File: src/rtl/ser_csr_pkg.sv
package ser_csr_pkg;

  // register word indices (address bits 3:2)
  localparam logic [1:0] WORD_CTRL = 2'd0;
  localparam logic [1:0] WORD_RXD  = 2'd1;
  localparam logic [1:0] WORD_TXD  = 2'd2;
  localparam logic [1:0] WORD_STAT = 2'd3;

  // control word fields
  localparam int CB_AUTOFLOW = 12;
  localparam int CB_ENABLE   = 15;
  localparam int CB_RX_IE    = 18;
  localparam int CB_TX_IE    = 19;

  // sticky status events, in status bit order
  localparam int NUM_EVT   = 5;
  localparam int EV_RXPEND = 0;
  localparam int EV_TXPEND = 1;
  localparam int EV_RXOVR  = 2;
  localparam int EV_TXOVF  = 3;
  localparam int EV_RXERR  = 4;

  // live status fields
  localparam int SB_RXEMPTY = 5;
  localparam int SB_TXFULL  = 6;
  localparam int SB_CTS     = 7;
  localparam int SB_RTS     = 8;
  localparam int SB_TXEMPTY = 10;
  localparam int SB_LVL_LO  = 11;
  localparam int LVL_W      = 6;
  localparam int SB_BUSY    = 17;

endpackage

File: src/rtl/ser_fifo.sv
module ser_fifo #(
  parameter int W     = 8,
  parameter int DEPTH = 16
) (
  input  logic                     clk,
  input  logic                     rst_n,
  input  logic                     push,
  input  logic                     pop,
  input  logic [W-1:0]             din,
  output logic [W-1:0]             dout,
  output logic [$clog2(DEPTH):0]   cnt,
  output logic                     full,
  output logic                     empty
);
  localparam int AW = $clog2(DEPTH);
  localparam int CW = AW + 1;

  generate
    if ((1 << AW) != DEPTH) begin : g_bad_depth
      $error("ser_fifo depth must be a power of two");
    end
  endgenerate

  logic [W-1:0]  mem [DEPTH];
  logic [AW-1:0] wp_q, wp_d, rp_q, rp_d;
  logic [CW-1:0] cnt_q, cnt_d;

  always_comb begin
    wp_d  = push ? wp_q + 1'b1 : wp_q;
    rp_d  = pop  ? rp_q + 1'b1 : rp_q;
    cnt_d = cnt_q;
    if (push && !pop)      cnt_d = cnt_q + 1'b1;
    else if (pop && !push) cnt_d = cnt_q - 1'b1;
  end

  always_ff @(posedge clk or negedge rst_n) begin
    if (!rst_n) begin
      wp_q  <= '0;
      rp_q  <= '0;
      cnt_q <= '0;
    end else begin
      wp_q  <= wp_d;
      rp_q  <= rp_d;
      cnt_q <= cnt_d;
    end
  end

  always_ff @(posedge clk) begin
    if (push) mem[wp_q] <= din;
  end

  assign dout  = mem[rp_q];
  assign cnt   = cnt_q;
  assign full  = (cnt_q == CW'(DEPTH));
  assign empty = (cnt_q == '0);


  no_overflow_chk: assert property (@(posedge clk) disable iff (!rst_n)
    full |-> !push);

  no_underflow_chk: assert property (@(posedge clk) disable iff (!rst_n)
    empty |-> !pop);

  level_bound_chk: assert property (@(posedge clk) disable iff (!rst_n)
    cnt_q <= CW'(DEPTH));

endmodule

File: src/rtl/ser_irq_stat.sv
module ser_irq_stat #(
  parameter int N = 5
) (
  input  logic         clk,
  input  logic         rst_n,
  input  logic [N-1:0] set_i,
  input  logic [N-1:0] clr_i,
  input  logic         glb_en,
  input  logic         rx_ie,
  input  logic         tx_ie,
  output logic [N-1:0] flags_o,
  output logic         irq_o
);
  import ser_csr_pkg::*;

  logic [N-1:0] flags_q, flags_d;
  logic         past_ok;

  // set dominates a same-cycle clear
  always_comb flags_d = (flags_q & ~clr_i) | set_i;

  always_ff @(posedge clk or negedge rst_n) begin
    if (!rst_n) begin
      flags_q <= '0;
      past_ok <= 1'b0;
    end else begin
      flags_q <= flags_d;
      past_ok <= 1'b1;
    end
  end

  assign flags_o = flags_q;
  assign irq_o   = glb_en & ((flags_q[EV_RXPEND] & rx_ie) |
                             (flags_q[EV_TXPEND] & tx_ie));


  irq_gate_chk: assert property (@(posedge clk) disable iff (!rst_n)
    !glb_en |-> !irq_o);

  generate
    for (genvar i = 0; i < N; i++) begin : g_evt

      set_wins_chk: assert property (@(posedge clk) disable iff (!rst_n)
        (past_ok && $past(set_i[i])) |-> flags_q[i]);

      w1c_chk: assert property (@(posedge clk) disable iff (!rst_n)
        (past_ok && $past(clr_i[i] && !set_i[i])) |-> !flags_q[i]);
    end
  endgenerate

endmodule

File: src/rtl/ser_csr_front.sv
module ser_csr_front #(
  parameter int TX_DEPTH = 16,
  parameter int RX_DEPTH = 16
) (
  input  logic        clk,
  input  logic        rst_n,
  input  logic        bus_sel,
  input  logic        bus_wr,
  input  logic [1:0]  bus_word,
  input  logic [31:0] bus_wdata,
  output logic [31:0] bus_rdata,
  output logic        irq,
  output logic [31:0] cfg_word,
  output logic [7:0]  tx_data,
  output logic        tx_valid,
  input  logic        tx_ready,
  input  logic        tx_busy,
  input  logic [7:0]  rx_data,
  input  logic        rx_valid,
  input  logic        rx_err,
  input  logic        cts_in,
  output logic        rts_out
);
  import ser_csr_pkg::*;

  localparam int TXCW = $clog2(TX_DEPTH) + 1;
  localparam int RXCW = $clog2(RX_DEPTH) + 1;

  generate
    if (TX_DEPTH != 16 && TX_DEPTH != 32) begin : g_bad_tx
      $error("TX_DEPTH must be 16 or 32");
    end
  endgenerate

  // reset: asynchronous assert, synchronous release
  logic rst_meta, rst_s;
  always_ff @(posedge clk or negedge rst_n) begin
    if (!rst_n) begin
      rst_meta <= 1'b0;
      rst_s    <= 1'b0;
    end else begin
      rst_meta <= 1'b1;
      rst_s    <= rst_meta;
    end
  end

  // bus decode
  logic wr_ctrl, wr_txd, wr_stat, rd_rxd;
  assign wr_ctrl = bus_sel &  bus_wr & (bus_word == WORD_CTRL);
  assign wr_txd  = bus_sel &  bus_wr & (bus_word == WORD_TXD);
  assign wr_stat = bus_sel &  bus_wr & (bus_word == WORD_STAT);
  assign rd_rxd  = bus_sel & ~bus_wr & (bus_word == WORD_RXD);

  // control word
  logic [31:0] ctrl_q, ctrl_d;
  always_comb ctrl_d = wr_ctrl ? bus_wdata : ctrl_q;
  always_ff @(posedge clk or negedge rst_s) begin
    if (!rst_s) ctrl_q <= '0;
    else        ctrl_q <= ctrl_d;
  end

  logic glb_en, autoflow;
  assign glb_en   = ctrl_q[CB_ENABLE];
  assign autoflow = ctrl_q[CB_AUTOFLOW];
  assign cfg_word = ctrl_q;

  // transmit path
  logic            tx_push, tx_pop, tx_full, tx_empty;
  logic [TXCW-1:0] tx_cnt;
  assign tx_push  = wr_txd & ~tx_full;
  assign tx_valid = glb_en & ~tx_empty & (~autoflow | cts_in);
  assign tx_pop   = tx_valid & tx_ready;

  ser_fifo #(.W(8), .DEPTH(TX_DEPTH)) u_txq (
    .clk(clk), .rst_n(rst_s), .push(tx_push), .pop(tx_pop),
    .din(bus_wdata[7:0]), .dout(tx_data), .cnt(tx_cnt),
    .full(tx_full), .empty(tx_empty)
  );

  // receive path
  logic            rx_acc, rx_push, rx_pop, rx_full, rx_empty;
  logic [RXCW-1:0] rx_cnt;
  logic [7:0]      rx_head;
  assign rx_acc  = glb_en & rx_valid;
  assign rx_push = rx_acc & ~rx_full;
  assign rx_pop  = rd_rxd & ~rx_empty;

  ser_fifo #(.W(8), .DEPTH(RX_DEPTH)) u_rxq (
    .clk(clk), .rst_n(rst_s), .push(rx_push), .pop(rx_pop),
    .din(rx_data), .dout(rx_head), .cnt(rx_cnt),
    .full(rx_full), .empty(rx_empty)
  );

  assign rts_out = autoflow & (rx_cnt <= RXCW'(RX_DEPTH - 2));

  // sticky events and interrupt
  logic [NUM_EVT-1:0] evt_set, evt_clr, evt_q;
  always_comb begin
    evt_set            = '0;
    evt_set[EV_RXPEND] = ~rx_empty;
    evt_set[EV_TXPEND] = tx_cnt < TXCW'(TX_DEPTH / 2);
    evt_set[EV_RXOVR]  = rx_acc & rx_full;
    evt_set[EV_TXOVF]  = wr_txd & tx_full;
    evt_set[EV_RXERR]  = rx_push & rx_err;
    evt_clr            = wr_stat ? bus_wdata[NUM_EVT-1:0] : '0;
  end

  ser_irq_stat #(.N(NUM_EVT)) u_evt (
    .clk(clk), .rst_n(rst_s), .set_i(evt_set), .clr_i(evt_clr),
    .glb_en(glb_en), .rx_ie(ctrl_q[CB_RX_IE]), .tx_ie(ctrl_q[CB_TX_IE]),
    .flags_o(evt_q), .irq_o(irq)
  );

  // status word
  logic [LVL_W-1:0] tx_lvl;
  logic [31:0]      stat_word;
  always_comb begin
    tx_lvl               = '0;
    tx_lvl[TXCW-1:0]     = tx_cnt;
    stat_word            = '0;
    stat_word[NUM_EVT-1:0] = evt_q;
    stat_word[SB_RXEMPTY]  = rx_empty;
    stat_word[SB_TXFULL]   = tx_full;
    stat_word[SB_CTS]      = cts_in;
    stat_word[SB_RTS]      = rts_out;
    stat_word[SB_TXEMPTY]  = tx_empty;
    stat_word[SB_LVL_LO +: LVL_W] = tx_lvl;
    stat_word[SB_BUSY]     = tx_busy;
  end

  always_comb begin
    unique case (bus_word)
      WORD_CTRL: bus_rdata = ctrl_q;
      WORD_RXD:  bus_rdata = rx_empty ? 32'd0 : {24'd0, rx_head};
      WORD_STAT: bus_rdata = stat_word;
      default:   bus_rdata = 32'd0;
    endcase
  end


  rts_room_chk: assert property (@(posedge clk) disable iff (!rst_s)
    rts_out |-> !rx_full);

  tx_drop_chk: assert property (@(posedge clk) disable iff (!rst_s)
    (wr_txd && tx_full && !tx_pop) |=> tx_cnt == $past(tx_cnt));

  rx_ovr_chk: assert property (@(posedge clk) disable iff (!rst_s)
    (rx_valid && glb_en && rx_full) |=> evt_q[EV_RXOVR]);

  tx_hold_chk: assert property (@(posedge clk) disable iff (!rst_s)
    (autoflow && !cts_in) |-> !tx_pop);

endmodule

File: config.mk
export PLATFORM = sky130hd
export DESIGN_NAME = ser_csr_front
export DESIGN_NICKNAME = d
export VERILOG_FILES = /design/src/rtl/ser_csr_pkg.sv /design/src/rtl/ser_fifo.sv /design/src/rtl/ser_irq_stat.sv /design/src/rtl/ser_csr_front.sv
export SDC_FILE = /design/constraint.sdc
export NUM_CORES = 1
export LEC_CHECK = 0
export BUFFER_PORTS_ARGS = -buffer_cell sky130_fd_sc_hd__buf_2
export CORE_MARGIN = 2
export CORE_UTILIZATION = 60
export CTS_BUF_LIST = sky130_fd_sc_hd__clkbuf_16
export DETAILED_ROUTE_END_ITERATION = 6
export PLACE_DENSITY_LB_ADDON = 0.08
export REMOVE_ABC_BUFFERS = 1
export SKIP_CTS_REPAIR_TIMING = 1
export SLEW_MARGIN = 20
export SYNTH_ARGS = -nofsm -noshare
export SYNTH_HDL_FRONTEND = slang
export SYNTH_SLANG_ARGS = --single-unit
File: constraint.sdc
create_clock -name clk -period 6.3 [get_ports clk]
set_input_delay 0.945 -clock clk [delete_from_list [all_inputs] [get_ports clk]]
set_output_delay 0.945 -clock clk [all_outputs]
set_load 0.1 [all_outputs]
==> results of run 1 <==
[registers in the layout, summed over array words and instances, names as in the netlist]
name           flops
cfg_word          32
rst_meta           1
rst_s              1
u_evt.flags_o      5
u_rxq.cnt          5
u_rxq.mem        128
u_rxq.rp_q         4
u_rxq.wp_q         4
u_txq.cnt          5
u_txq.mem        128
u_txq.rp_q         4
u_txq.wp_q         4
[worst max path at each step]
stage | from | endpoint | slack (ps) | depth (start not counted)
after CTS | u_rxq.rp_q[0] | bus_rdata[0] | 2080 | 6
after detailed placement | bus_word[0] | bus_rdata[0] | 2390 | 6
after floorplan | cfg_word[15] | u_txq.cnt[4] | 870 | 11
after global routing | u_rxq.rp_q[0] | bus_rdata[0] | 1910 | 6
final | u_rxq.rp_q[0] | bus_rdata[0] | 2150 | 6
after global placement | bus_word[0] | bus_rdata[4] | 2480 | 6
[per-layer routing]
layer | part of all wire, % | wire length [um]
met1 | 40 | 10590
met2 | 52 | 13980
met3 | 4.6 | 1222
met4 | 3.2 | 855
met5 | 0 | 0
[through the flow]
stage          hold slack [ps]  util [%]  worst slack, ps  total power (uW)
6_report                 214.1     69.35             2154              7064
5_1_grt                  201.4     69.35             1913              7352
4_1_cts                  199.1     69.30             2084              7126
3_5_place_dp             346.5     64.64             2387              5315
3_3_place_gp             339.7     64.64             2478              5265
2_1_floorplan            331.2         -            865.1              4778
[where the power goes]
group	switching (uW)	internal, uW	total [uW]
logic	1650	810	2460
clock network	783	1030	1810
registers	315	2480	2800
total	2750	4320	7060
[kinds of logic after synthesis]
| family | share of synthesized area (%) |
|---|---|
| XOR/XNOR | 1.399 |
| flip-flops | 70.83 |
| other | 0.02852 |
| multiplexers | 16.45 |
| AO/OA/AOI/OAI | 3.083 |
| buffers and inverters | 1.855 |
| AND/OR/NAND/NOR | 4.330 |
| adder cells (fa/ha/maj) | 2.017 |
[cell usage in the layout (no fill, tap or decap), types with 18 or more instances in the layout]
cell type,instances
ha_1,18
nor2_1,19
mux2_2,33
buf_2,125
and2_1,30
edfxtp_1,256
clkbuf_16,34
dfrtp_1,61
nand2_1,30
inv_1,20
mux4_2,72
[cell usage after synthesis (4+ instances only)]
| master | number |
|---|---|
| mux2_2 | 33 |
| and2_1 | 30 |
| o21ai_0 | 17 |
| a22o_1 | 8 |
| edfxtp_1 | 256 |
| clkbuf_1 | 19 |
| buf_2 | 9 |
| xor2_1 | 5 |
| nand4_1 | 4 |
| buf_4 | 6 |
| a22oi_1 | 8 |
| mux2i_1 | 17 |
| xnor2_1 | 16 |
| and4_1 | 4 |
| a21o_1 | 4 |
| buf_1 | 4 |
| nor3_1 | 4 |
| o21bai_1 | 5 |
| mux4_2 | 72 |
| nor2_1 | 20 |
| a21oi_1 | 4 |
| dfrtp_1 | 65 |
| ha_1 | 18 |
| nand2_1 | 30 |
| inv_1 | 14 |
[layout make-up]
| class | count | share of cell area (%) |
|---|---|---|
| multi-input combinational | 330 | 24.02 |
| tap | 280 | 2.329 |
| antenna | 2 | 0.03328 |
| clock buffer | 34 | 5.657 |
| timing repair buffer | 133 | 4.559 |
| inverter | 15 | 0.3743 |
| sequential | 321 | 61.96 |
| clock inverter | 27 | 1.065 |
==> results.py, run 1 <==
metrics = {
    "detailed_routing": {
        "first_iter_violations": 533,
        "detail_route.vias_per_cell": 5.962,
        "drc": 0,
        "routed_wl_mm": 26.65,
        "vias": 6809,
        "first_pass_iters": 5,
        "antenna_left": 0,
        "wl_per_cell_um": 23.34,
    },
    "grt": {
        "grt_max_degree": 64,
        "grt_remaining_overflow": 0,
        "grt_pass1_wl_mm": 41.99,
        "globalRouteMet1Util_pct": 30.57,
        "grt_use_total_pct": 23.70,
        "grt_pass1_vias": 7275,
        "grt_antenna_before_repair": 2,
        "use_met3_pct": 4.136,
        "met2_usage_pct": 41.03,
        "grt.busiest_layer": "met2",
    },
    "place": {
        "dp_cells": 1079,
        "hpwl_mm": 17.52,
        "gp_congestion": 0.8289,
        "placed_area_mm2": 0.01402,
        "portBuffers": 125,
    },
    "setup_path": {
        "path_cells": "buf_4, mux4_2, mux2i_1, o21ai_0, o21bai_1, buf_2",
        "ff2ff_path_depth": 11,
        "arrival_ps": 3200,
        "r2r_end": "u_txq.cnt[4]",
        "path_max_fanout": 24,
        "crit_type": "reg2out",
        "path_buf_inv": 2,
        "cp-start-kind": "flop",
        "crit-reg2reg-launch": "u_txq.cnt[1]",
        "cp-end-kind": "output pin",
        "critical-path-max-stage-delay_ps": 870,
        "cp.required_ps": 5350,
        "reg2reg_slack_ps": 3150,
        "cp_slowest_cell": "dfrtp_2",
        "crit_family": "flip-flops",
    },
    "logic_synthesis": {
        "ys_async_sr_fraction_pct": 20.25,
        "synth_edf_count": 256,
        "synth_ff_type": "edfxtp_1",
        "synth_cell_types": 48,
        "yosysSeqAreaShare_pct": 70.83,
        "synth_area_per_cell_um2": 18.65,
        "synth_top_area_share_pct": 58.46,
        "ys_seq_elements": 321,
        "synth_top_area_cell": "edfxtp_1",
        "synth_area_leaders": "edfxtp_1 58%, dfrtp_1 12%, mux4_2 12%, mux2_2 2.8%, ha_1 1.7%",
        "synth_warnings": 0,
        "syn_area_mm2": 0.01315,
        "netlist_instances": 705,
    },
    "clock_network": {
        "numCtsBuffers": 34,
        "path_clk_slew_ps": 60,
        "cts_root_buffer": "clkbuf_16",
        "h-tree-depth": 2,
        "cts_max_path_buffers": 3,
        "insertion_delay_ps": 520,
        "clock-sinks": 321,
        "cts_tree": "done",
    },
    "sta": {
        "worst_pin_slew_ps": 1005,
        "rsz0062_at_grt": "false",
        "max_slew_margin_pct": 32.78,
        "fin_crit_ps": 4146,
        "hold_viol": 0,
        "max_freq_mhz": 241.2,
        "finalSetupTns_ps": 0,
        "post-route-period-util_pct": 65.82,
        "drv_slew": 0,
        "fin_worst_skew_ps": 20.39,
        "setup_violations": 0,
    },
    "floorplan": {
        "core_area_mm2": 0.02169,
        "die_h_um": 152.0,
        "num_rows": 54,
        "die_area_mm2": 0.02311,
        "die_width_um": 152.0,
        "initial_core_util_pct": 60.63,
        "io_pins": 126,
    },
    "cells_and_area": {
        "fin_area_mm2": 0.01504,
        "seq_area_mm2": 0.009319,
        "area_growth_pct": 14.39,
        "multi_input_area_mm2": 0.003613,
        "final.fill_count": 1401,
        "layout-drive-gt1-share_pct": 34.19,
        "fin_cells": 1142,
        "fin_nets": 906,
    },
    "hold_path": {
        "min-delay-path-class": "in2async",
    },
    "power_and_ir_drop": {
        "power_leakage_uw": 0.005474,
        "vdd_ir_drop_max_mv": 0.3684,
        "p_per_area_mw_per_mm2": 469.7,
    },
    "outcome": {
        "status": "complete, no violations",
    },
    "job": {
        "maxCapViolations": 0,
    },
}
Power figures use the tool's default switching activity.
==> run 2, diff against run 1 <==
- CORE_UTILIZATION: 60 -> 59
- clock period: 6.3 -> 4.08 ns (I/O delays scaled with it)
==> run 2 against run 1 <==
  * Die area increased by 1.7%
  * Worst setup slack worse by 1500 ps
  * Combinational power increased by 58%
  * Clock-buffer cell count up 3
  * Routed wire length increased by 2.4%
  * Total power is 56% higher
  * Clock skew is 14 ps lower
  * Sequential power up 52%
  * Worst hold slack improved by 100 ps
  * First-iteration DRC count shrank 9.2%
  * Clock power grew 60%
  * Critical endpoint is now bus_rdata[2]
==> results.py, run 2 (synthesis results as in run 1) <==
metrics = {
    "outcome": {
        "status": "complete, no violations",
    },
    "grt": {
        "grt_remaining_overflow": 0,
        "grt_pass1_wl_mm": 42.53,
        "grt_use_total_pct": 23.97,
        "grt_antenna_before_repair": 0,
        "grt_max_degree": 37,
        "grt_pass1_vias": 7321,
    },
    "setup_path": {
        "crit-reg2reg-launch": "u_txq.cnt[1]",
        "r2r_end": "u_txq.cnt[4]",
        "path_max_fanout": 21,
        "arrival_ps": 2830,
        "cp-start-kind": "flop",
        "ff2ff_path_depth": 11,
        "cp-end-kind": "output pin",
        "reg2reg_slack_ps": 1030,
        "crit_type": "reg2out",
        "cp.required_ps": 3470,
    },
    "detailed_routing": {
        "routed_wl_mm": 27.29,
        "antenna_left": 0,
        "detail_route.vias_per_cell": 6.061,
        "wl_per_cell_um": 23.77,
        "drc": 0,
        "vias": 6958,
        "first_pass_iters": 5,
        "first_iter_violations": 484,
    },
    "sta": {
        "fin_crit_ps": 3443,
        "finalSetupTns_ps": 0,
        "max_freq_mhz": 290.4,
        "post-route-period-util_pct": 84.40,
        "fin_worst_skew_ps": 5.998,
        "hold_viol": 0,
        "fin_hold_ws_ps": 314.1,
        "rsz0062_at_grt": "false",
        "max_slew_margin_pct": 34.98,
        "drv_slew": 0,
        "fin_ws_ps": 636.6,
        "worst_pin_slew_ps": 971.7,
        "setup_violations": 0,
    },
    "power_and_ir_drop": {
        "total_power_uw": 11040,
        "vdd_ir_drop_max_mv": 0.4960,
        "power_leakage_uw": 0.005560,
        "p_per_area_mw_per_mm2": 729.5,
    },
    "floorplan": {
        "die_area_mm2": 0.02350,
        "die_h_um": 153.3,
        "initial_core_util_pct": 60.25,
        "die_width_um": 153.3,
        "core_area_mm2": 0.02182,
        "io_pins": 126,
        "num_rows": 54,
    },
    "place": {
        "gp_congestion": 0.8404,
        "pre_cts_ws_ps": 1082,
        "hpwl_mm": 18.18,
        "portBuffers": 125,
        "dp_cells": 1085,
    },
    "clock_network": {
        "cts_max_path_buffers": 3,
        "clock-sinks": 321,
        "cts_tree": "done",
        "cts_root_buffer": "clkbuf_16",
        "path_clk_slew_ps": 60,
        "numCtsBuffers": 35,
        "h-tree-depth": 2,
        "insertion_delay_ps": 500,
    },
    "cells_and_area": {
        "diodes": 0,
        "area_growth_pct": 15.09,
        "final_common_cell": "edfxtp_1",
        "fin_nets": 914,
        "layout-drive-gt1-share_pct": 34.79,
        "fin_cells": 1148,
        "layout.cells.most_common_list": "256 x edfxtp_1, 125 x buf_2, 72 x mux4_2",
    },
    "hold_path": {
        "min-delay-path-class": "reg2async",
    },
    "job": {
        "maxCapViolations": 0,
    },
}
-- run 2: through the flow --
stage / util (%) / instance area (um2)
after floorplan: - / 12960
after global placement: 64.43 / 14060
after detailed placement: 64.43 / 14060
after CTS: 69.30 / 15120
after global routing: 69.34 / 15130
final: 69.34 / 15130
-- run 2: metal layers --
layer	vias up	part of all wire [%]	GRT usage [%]
met2	241	53	41.73
li1	3052	-	-
met5	-	0	0
met4	0	2.9	8.686
met1	3612	39	30.50
met3	53	5.5	4.338
-- run 2: worst max-delay path: stages (launching register included) --
cell and delay [ps]:
dfrtp_2 810, mux4_2 590, mux2i_1 290, o21ai_0 120
o21bai_1 190, buf_2 310
-- run 2: report_power, final --
group | internal [uW] | leakage [uW] | switching (uW)
registers | 3830 | 0.00307 | 421
logic | 1280 | 0.00192 | 2610
clock network | 1700 | 0.000569 | 1200
-- run 2: area by class of cell --
class	count	area [um2]
well taps	280	350.3
clock buffers	37	925.9
fillers	1420	6690
clock inverters	25	136.4
flip-flops and latches	321	9318
inverters	15	56.30
repair buffers	140	753.2
multi-input cells	330	3593
-- run 2: how the worst max path moves through the flow --
stage,startpoint,to,slack [ps],cells after the start
finish,u_rxq.rp_q[0],bus_rdata[2],640,5
global route,u_rxq.rp_q[0],bus_rdata[1],430,5
CTS,u_rxq.rp_q[0],bus_rdata[1],550,5
detailed placement,u_rxq.cnt[1],u_rxq.cnt[4],1080,11
global placement,u_rxq.rp_q[0],bus_rdata[1],1110,5
floorplan,cfg_word[15],u_txq.cnt[4],-1350,11
